<file path="src/rtl/agc_stepper.sv">
module agc_stepper #(
  parameter int N6     = 5,
  parameter int LOSS_W = 4
) (
  input  logic              clk,
  input  logic              rst_n,
  input  logic              bit_tick,
  input  logic              over_hi,
  input  logic              above_lo,
  input  logic              edge_seen,
  input  logic [LOSS_W-1:0] lost_windows,
  output logic [N6-1:0]     stage6_en,
  output logic              stage3_en,
  output logic [1:0]        imp_sel,
  output logic              gain_upd,
  output logic              tracking
);
  localparam int NLVL       = 2 * N6 + 2;
  localparam int LW         = $clog2(NLVL);
  localparam int LMAX       = NLVL - 1;
  localparam int COARSE_TOP = 2 * N6;

  typedef enum logic [1:0] {S_CRS, S_FINE, S_TRK} st_t;

  st_t             st, n_st;
  logic [LW-1:0]   lvl, n_lvl;
  logic [1:0]      imp, n_imp;
  logic            ph, acc_over, acc_lo, acc_edge;
  logic [LOSS_W-1:0] lost_cnt;
  logic            eval, w_over, w_lo, w_edge, lost_hit;

  assign eval   = bit_tick & ph;
  assign w_over = acc_over | over_hi;
  assign w_lo   = acc_lo | above_lo;
  assign w_edge = acc_edge | edge_seen;

  assign lost_hit = eval && !w_edge && (st != S_CRS) && (lost_windows != '0) &&
                    (({1'b0, lost_cnt} + 1'b1) >= {1'b0, lost_windows});

  always_comb begin
    n_st  = st;
    n_lvl = lvl;
    n_imp = imp;
    if (eval) begin
      if (lost_hit) begin
        n_st  = S_CRS;
        n_lvl = '0;
        n_imp = 2'd2;
      end else begin
        case (st)
          S_CRS: begin
            if (w_over) begin
              if (lvl != '0) begin
                n_lvl = lvl - 1'b1;
                n_st  = S_FINE;
              end else if (imp != 2'd0) begin
                n_imp = imp - 1'b1;
              end else begin
                n_st = S_TRK;
              end
            end else if (!w_lo && lvl < LW'(COARSE_TOP)) begin
              n_lvl = lvl + LW'(2);
            end else begin
              n_st = S_FINE;
            end
          end
          S_FINE: begin
            if (w_over && lvl != '0) n_lvl = lvl - 1'b1;
            else                     n_st  = S_TRK;
          end
          default: begin
            if (w_over) begin
              if (lvl != '0) n_lvl = lvl - 1'b1;
            end else if (!w_lo && lvl != LW'(LMAX)) begin
              n_lvl = lvl + 1'b1;
            end
          end
        endcase
      end
    end
  end

  always_ff @(posedge clk or negedge rst_n) begin
    if (!rst_n) begin
      st       <= S_CRS;
      lvl      <= '0;
      imp      <= 2'd2;
      ph       <= 1'b0;
      acc_over <= 1'b0;
      acc_lo   <= 1'b0;
      acc_edge <= 1'b0;
      lost_cnt <= '0;
      gain_upd <= 1'b0;
    end else begin
      st       <= n_st;
      lvl      <= n_lvl;
      imp      <= n_imp;
      gain_upd <= (n_lvl != lvl) || (n_imp != imp);
      if (bit_tick) begin
        ph <= ~ph;
        if (ph) begin
          acc_over <= 1'b0;
          acc_lo   <= 1'b0;
          acc_edge <= 1'b0;
          if (w_edge || lost_hit) lost_cnt <= '0;
          else if (lost_cnt != '1) lost_cnt <= lost_cnt + 1'b1;
        end else begin
          acc_over <= over_hi;
          acc_lo   <= above_lo;
          acc_edge <= edge_seen;
        end
      end
    end
  end

  for (genvar i = 0; i < N6; i++) begin : g_therm
    assign stage6_en[i] = (lvl[LW-1:1] > (LW-1)'(i));
  end
  assign stage3_en = lvl[0];
  assign imp_sel   = imp;
  assign tracking  = (st == S_TRK);
endmodule

</file>
<file path="config.mk">
export PLATFORM = sky130hd
export DESIGN_NAME = agc_stepper
export DESIGN_NICKNAME = d
export VERILOG_FILES = /design/src/rtl/agc_stepper.sv
export SDC_FILE = /design/constraint.sdc
export NUM_CORES = 1
export LEC_CHECK = 0
export BUFFER_PORTS_ARGS = -buffer_cell sky130_fd_sc_hd__buf_4
export CAP_MARGIN = 25
export CORE_UTILIZATION = 35
export DETAILED_ROUTE_END_ITERATION = 10
export PLACE_DENSITY = 0.64
export SLEW_MARGIN = 10
export SYNTH_ARGS = -nofsm -noshare
export SYNTH_HDL_FRONTEND = slang
export SYNTH_SLANG_ARGS = --single-unit
</file>
<file path="constraint.sdc">
create_clock -name clk -period 3.5 [get_ports clk]
set_input_delay 0.175 -clock clk [delete_from_list [all_inputs] [get_ports clk]]
set_output_delay 0.175 -clock clk [all_outputs]
set_load 0.02 [all_outputs]
</file>
==> results by group, run 1 <==
Status
  • Outcome: complete, no violations

Final layout
  • Share of layout cells above drive strength 1: 0.1456
  • Area delta synth->final: 13.96%
  • Commonest non-fill, non-tap cell in the layout: buf_4
  • Layout Nets: 230
  • Most frequent cells in the layout: buf_4, o21ai_0, nand2_1
  • ANT cells: 0

Logic synthesis
  • Synth Area in Adders: 0.1043
  • Ys async rst share: 1.000
  • Portion of netlist area occupied by mux cells: 0.007223
  • Number of synthesized flops with an enable pin: 0
  • Synthesized flop and latch total: 17
  • Post-Synthesis Net Count: between 200 and 250
  • Count of different cell masters after synthesis: 53
  • Compound-Gate Fraction of Synth Area: 0.2769
  • Synthesized instance count: 192
  • Syn Std Cell Area: around 1600 um2
  • Main combinational cell family by area after synthesis: compound AO/OA/AOI/OAI gates
  • Register area share after synthesis: 0.2737
  • Post-Synth Simple-Gate Area: 0.2536
  • Syn_area_per_cell: 8.120 um2
  • YS warnings: 0
  • Post-synth top flop: dfrtp_1
  • XOR/XNOR Fraction of Synth Area: 0.02247

Pwr
  • VDD IR max: 0.0002722 V
  • Pwr Density: 845.6 nW/um2
  • Total Power: roughly 1.5 mW
  • Leak Pwr: 0.7754 nW

Critical path
  • Setup crit end kind: register
  • Top delay family on crit path: simple AND/OR/NAND/NOR gates
  • Worst EP arrival: roughly 2.7 ns
  • Kind of critical path: register to register
  • CP peak stage delay: 0.42 ns
  • Crit path required time: 3.62 ns
  • WP buf/inv: 0
  • Worst path slowest cell: dfrtp_1
  • CP most frequent cell: o21ai_0
  • CP startpoint kind: register
  • CP max FO: 11
  • Cells along the critical path: ha_1 -> xor2_1 -> ha_1 -> o21ai_0 -> o21ai_0 -> nand2_1 -> and4b_1 -> o21ai_0 -> nand4_1

Clock tree
  • TritonCTS clock tree: yes
  • Root cell of the clock tree: clkbuf_8
  • Clock buffer count from CTS: 3
  • Clock sinks: 17
  • CTS resizes: 0
  • # hold bufs at CTS: 1
  • Clk buf depth: 2
  • Clk_lat worst skew: approximately 0.26 ns
  • Htree depth: 1
  • Post-CTS Setup Bufs: 0
  • Clk slew on worst S/H paths: 0.07 ns

Global routing
  • First-pass GRT wire length: 6348 um
  • GR Overflow Total: 0
  • Total Routing Usage GR: 0.1804
  • Initial antenna violation count: 0
  • Largest net degree at the start of global routing: 19
  • Vias in the first global route: between 1000 and 1500

Die
  • Starting density of the core: 0.3762
  • Die width: 68.74 um
  • Row cnt: 23
  • Num ports: 20
  • Full die area: 4725 um2
  • Core area: approximately 4100 um2
  • Die height: 68.74 um

Worst hold path
  • Min-Delay Path Class: primary input to register

Detailed routing
  • Routed Antenna Nets: 0
  • Wire per inst: 14.48 um
  • Drt drc: 0
  • Number of DRC violations after detailed-routing iteration 0: 153
  • Routed WL: 3707 um
  • Vias/cell: around 5.8
  • Vias: 1473
  • Router iterations before antenna repair: 4

STA
  • Slew at the pin closest to its max-slew limit: about 0.7 ns
  • Setup TNS: 0 ns
  • Unrepaired setup endpoints after global routing: false
  • Tcrit/Tclk final: 0.7298
  • Final Skew: ~0.0052 ns
  • Final setup vio count: 0
  • Crit path time final: about 2.6 ns
  • Final Hold Viols: 0
  • Slew Viols, Final: 0
  • Slew headroom: 0.5230
  • Post-route setup slack: 0.9459 ns
  • Max Freq: 0.3915 GHz

Placed design
  • DP Worst Slack: roughly 1 ns
  • Detail Placement HPWL: 2807 um
  • Placer Congestion: 0.8188
  • Port buffer count: 19

Run
  • Max-cap violations: 0
==> layout make-up <==
| type | instances | area, um2 |
|---|---|---|
| repair buffers | 21 | 160.2 |
| flip-flops and latches | 17 | 426.7 |
| multi-input cells | 152 | 1036 |
| clock buffers | 3 | 41.29 |
| fillers | 451 | 2367 |
| inverters | 12 | 45.04 |
| clock inverters | 1 | 5.005 |
| well taps | 50 | 62.56 |
==> Yosys cell counts (2+ instances only) <==
library cell | n | area [um2]
nand2b_1 | 2 | 12.51
nor3_1 | 4 | 20.02
o211ai_1 | 4 | 30.03
clkbuf_1 | 8 | 30.03
a221o_1 | 2 | 20.02
ha_1 | 13 | 162.7
dfrtp_1 | 16 | 400.4
nand3_1 | 3 | 15.01
nand4_1 | 5 | 31.28
o31a_1 | 2 | 17.52
a31oi_1 | 4 | 25.02
o21ai_0 | 19 | 95.09
nand2_1 | 18 | 67.56
xor2_1 | 2 | 17.52
a311oi_1 | 2 | 17.52
xnor2_1 | 2 | 17.52
a22o_1 | 2 | 17.52
nand3b_1 | 2 | 15.01
o211a_1 | 2 | 20.02
o31ai_1 | 4 | 30.03
nor3b_1 | 3 | 22.52
nor2_1 | 14 | 52.55
nor2b_1 | 5 | 31.28
nor4_1 | 2 | 12.51
inv_1 | 12 | 45.04
a21oi_1 | 7 | 35.03
and2_1 | 2 | 12.51
a211oi_1 | 5 | 37.54
a32o_1 | 2 | 20.02
==> kinds of logic (layout without fill, tap and decap cells) <==
logic type | after synthesis | count (layout)
AO/OA/AOI/OAI | 63 | 63
XOR/XNOR | 4 | 4
adder cells (fa/ha/maj) | 13 | 13
buffers and inverters | 23 | 37
flip-flops | 17 | 17
multiplexers | 1 | 1
AND/OR/NAND/NOR | 71 | 71
==> final timing paths <==
path	end	slack, ns	start	cells past startpoint
max in group asynchronous	imp_sel[1]	2.92	rst_n	2
min in group asynchronous	lost_cnt[0]	0.31	rst_n	2
hold / removal	ph	0.13	bit_tick	2
setup reg to reg	gain_upd	0.95	lost_cnt[0]	9
hold reg to reg	ph	0.52	ph	1
setup / recovery	gain_upd	0.95	lost_cnt[0]	9
==> metrics by stage <==
| stage | utilization | hold WS [ns] | instance area, um2 | std cells |
|---|---|---|---|---|
| after floorplan | - | -0.1206 | 1559 | 192 |
| after global placement | 0.4152 | 0.05625 | 1720 | 251 |
| after detailed placement | 0.4152 | 0.05647 | 1720 | 251 |
| after CTS | 0.4287 | 0.1401 | 1777 | 256 |
| after global routing | 0.4287 | 0.1480 | 1777 | 256 |
| final | 0.4287 | 0.1335 | 1777 | 256 |
==> sequential cells by signal, summed over array words and instances, names as in the netlist <==
signal	count
lost_cnt	4
lvl	4
imp_sel	2
st	2
acc_edge	1
acc_lo	1
acc_over	1
gain_upd	1
ph	1
==> power by group <==
group	leakage, nW	internal (mW)	switching (mW)
clock	0.0255	0.0791	0.0722
combinational	0.536	0.399	0.519
sequential	0.214	0.278	0.155
total	0.775	0.756	0.746
==> layer usage <==
layer  global-route usage  routed length [um]  up-vias
met5                    0                   0        -
met4              0.05357                  35        0
met3              0.03783                 169        4
met2               0.2978                1758       39
met1               0.2357                1744      681
li1                     -                   -      749
Power figures use the tool's default switching activity.
==> run 2: changes to the inputs <==
--- a/config.mk
+++ b/config.mk
@@ -5,11 +5,12 @@
 export SDC_FILE = /design/constraint.sdc
 export NUM_CORES = 1
 export LEC_CHECK = 0
+export ABC_AREA = 1
 export BUFFER_PORTS_ARGS = -buffer_cell sky130_fd_sc_hd__buf_4
 export CAP_MARGIN = 25
 export CORE_UTILIZATION = 35
 export DETAILED_ROUTE_END_ITERATION = 10
-export PLACE_DENSITY = 0.64
+export PLACE_DENSITY = 0.65
 export SLEW_MARGIN = 10
 export SYNTH_ARGS = -nofsm -noshare
 export SYNTH_HDL_FRONTEND = slang
==> constraint.sdc (replaced) <==
create_clock -name clk -period 2.25 [get_ports clk]
set_input_delay 0.1125 -clock clk [delete_from_list [all_inputs] [get_ports clk]]
set_output_delay 0.1125 -clock clk [all_outputs]
set_load 0.02 [all_outputs]
==> results by group, run 2 <==
Status
  • Outcome: complete, no violations

Placed design
  • Placer Congestion: 0.8975
  • Port buffer count: 19
  • Detail Placement HPWL: 3133 um
  • Placed cell areas: 1906 um2

STA
  • Final hold slack: 0.1003 ns
  • Slew at the pin closest to its max-slew limit: roughly 0.39 ns
  • Final Skew: 0.002843 ns
  • Final Hold Viols: 0
  • Slew headroom: 0.7390
  • Crit path time final: 2.238 ns
  • Final setup vio count: 0
  • Max Freq: 0.4469 GHz
  • Unrepaired setup endpoints after global routing: true
  • Tcrit/Tclk final: 0.9945
  • Slew Viols, Final: 0

Global routing
  • GR Overflow Total: 0
  • Total Routing Usage GR: 0.1667
  • Largest net degree at the start of global routing: 18
  • Initial antenna violation count: 0
  • Vias in the first global route: 1484
  • First-pass GRT wire length: 6789 um

Critical path
  • CP startpoint: lost_cnt[1]
  • Kind of critical path: register to register
  • Worst reg2reg path startpoint: lost_cnt[1]
  • CP startpoint kind: register
  • Worst EP arrival: 2.41 ns
  • WP depth: 13
  • Reg-to-Reg End: st[1]
  • Worst setup path endpoint: st[1]
  • CP peak stage delay: 0.40 ns
  • WP buf/inv: 2
  • Top delay family on crit path: simple AND/OR/NAND/NOR gates
  • R2R Setup Slk: 0.01 ns
  • Setup crit end kind: register
  • Cells along the critical path: ha_2 -> xor2_2 -> ha_1 -> nand2_1 -> nor2_1 -> nand2_1 -> nand4_1 -> nand2_4 -> buf_4 -> buf_4 -> a21oi_4 -> nand3_1 -> o21ai_0
  • Crit path required time: 2.43 ns
  • R2R cell count: 13
  • Worst path slowest cell: dfrtp_1
  • CP max FO: 8

Final layout
  • Fillcell total: 474
  • Multi-input logic area: 1141 um2
  • Storage element area: approximately 430 um2
  • Most frequent cells in the layout: nand2_1, buf_4, nand3_1
  • Area delta synth->final: 22.79%
  • Commonest non-fill, non-tap cell in the layout: nand2_1
  • Top Registers: lost_cnt (4), lvl (4)
  • Layout Nets: 303
  • ANT cells: 0
  • Fin util: 0.4625
  • Final Instance Area: 2083 um2
  • Share of layout cells above drive strength 1: 0.2616

Logic synthesis
  • Syn_area_per_cell: around 6.9 um2
  • Post-Synthesis Net Count: 269
  • Count of different cell masters after synthesis: 32
  • Compound-Gate Fraction of Synth Area: 0.1069
  • Area leader, netlist: dfrtp_1
  • Synthesized instance count: approximately 250
  • Post-synth top flop: dfrtp_1
  • Syn Std Cell Area: 1697 um2
  • Largest cells by area after synthesis: dfrtp_1, nand2_1, nand3_1
  • YS warnings: 0
  • Synthesized flop and latch total: 17
  • Synth cell count leaders: nand2_1, nand3_1, inv_1
  • Main combinational cell family by area after synthesis: simple AND/OR/NAND/NOR gates
  • Register area share after synthesis: 0.2515
  • Post-synth top area share: 0.2360
  • Synth Area in Adders: 0.09587
  • Portion of netlist area occupied by mux cells: 0
  • Post-Synth Simple-Gate Area: 0.4034
  • Number of synthesized flops with an enable pin: 0
  • Ys async rst share: 1.000
  • Most frequent cell after synthesis: nand2_1
  • XOR/XNOR Fraction of Synth Area: 0.02581

Detailed routing
  • Number of DRC violations after detailed-routing iteration 0: 146
  • Wire per inst: ~12 um
  • Drt drc: 0
  • Router iterations before antenna repair: 4
  • Routed WL: 4069 um
  • Vias/cell: around 5
  • Vias: between 1500 and 2000
  • Routed Antenna Nets: 0

Clock tree
  • Htree depth: 1
  • Clock buffer count from CTS: 3
  • TritonCTS clock tree: yes
  • Root cell of the clock tree: clkbuf_8
  • Clk slew on worst S/H paths: around 0.070 ns
  • Clock sinks: 17
  • Clk_lat worst skew: ~0.25 ns
  • Clk buf depth: 2

Die
  • Starting density of the core: 0.3767
  • Core area: 4504 um2
  • Full die area: 5130 um2
  • Num ports: 20
  • Row cnt: 24
  • Die width: 71.63 um
  • Die height: 71.63 um

Run
  • Max-cap violations: 0

Worst hold path
  • Hold path cells: 2
  • Min-Delay Path Class: primary input to register

Pwr
  • VDD IR max: about 0.00045 V
  • Pwr Density: 1331 nW/um2
  • Leak Pwr: 1.107 nW
run 2: cell types whose count changed after synthesis, moves of 5 or more:
cell      delta
nand2_1     +48
o21ai_0      -5
inv_1       +16
nor2_1       +5
a21oi_1      -5
nand3_1     +32
nor2b_1      -5
clkbuf_1     -8
run 2: worst reg2reg max path: cells and delay by family (launching register included):
| family | cells | cell delay (ns) |
|---|---|---|
| AND/OR/NAND/NOR | 6 | 0.57 |
| AO/OA/AOI/OAI | 2 | 0.22 |
| adder cells (fa/ha/maj) | 2 | 0.53 |
| XOR/XNOR | 1 | 0.15 |
| flip-flops | 1 | 0.40 |
| buffers and inverters | 2 | 0.29 |
run 2: metrics by stage:
step | cells | setup WS [ns] | setup TNS, ns | power (mW)
after floorplan | 246 | 0.1940 | 0 | 1.918
after global placement | 320 | 0.02910 | 0 | 2.427
after detailed placement | 320 | -0.01159 | -0.01422 | 2.436
after CTS | 325 | 0.005640 | 0 | 2.686
after global routing | 331 | -0.1644 | -0.9882 | 3.035
final | 331 | 0.01238 | 0 | 2.772
run 2: timing repair:
item                       4_1_cts  5_1_grt
setup endpoints to repair        2        8
hold buffers                     1        0
buffers inserted                 0        6
pin swaps                        0       11
cloned                           0        0
gates resized for setup          1       18
hold endpoints to repair        17        0
run 2: cells by family (layout without fill, tap and decap cells):
family,after synthesis,count (layout)
flops,17,17
compound gates,28,28
xor+xnor,5,5
fa+ha+maj,13,13
simple gates,143,143
buf+inv,40,73
run 2: how the worst min path moves through the flow:
stage                         from           to  slack [ns]
after global placement       rst_n  lost_cnt[0]      -0.008
after detailed placement     rst_n  lost_cnt[0]      -0.007
final                     bit_tick           ph        0.10
after floorplan              rst_n     acc_edge       -0.18
after CTS                 bit_tick           ph         0.1
after global routing      bit_tick           ph        0.11
run 2: layout make-up:
class | instances | share of cell area
repair buffers | 36 | 0.1345
flip-flops and latches | 17 | 0.2054
clock buffers | 4 | 0.02162
inverters | 33 | 0.05946
well taps | 52 | 0.03123
multi-input cells | 189 | 0.5477
run 2: report_power, final:
part | internal, mW | total (mW) | switching [mW] | leakage, nW
combinational | 0.757 | 1.95 | 1.19 | 0.874
sequential | 0.433 | 0.594 | 0.161 | 0.210
clock | 0.126 | 0.229 | 0.104 | 0.0228
total | 1.32 | 2.77 | 1.46 | 1.11
run 2: layer usage:
metal | track usage | vias to the layer above | wire length (um)
li1 | - | 869 | -
met1 | 0.2377 | 751 | 1916
met2 | 0.2610 | 40 | 1892
met3 | 0.01547 | 7 | 188
met4 | 0.06536 | 0 | 71
met5 | 0 | - | 0
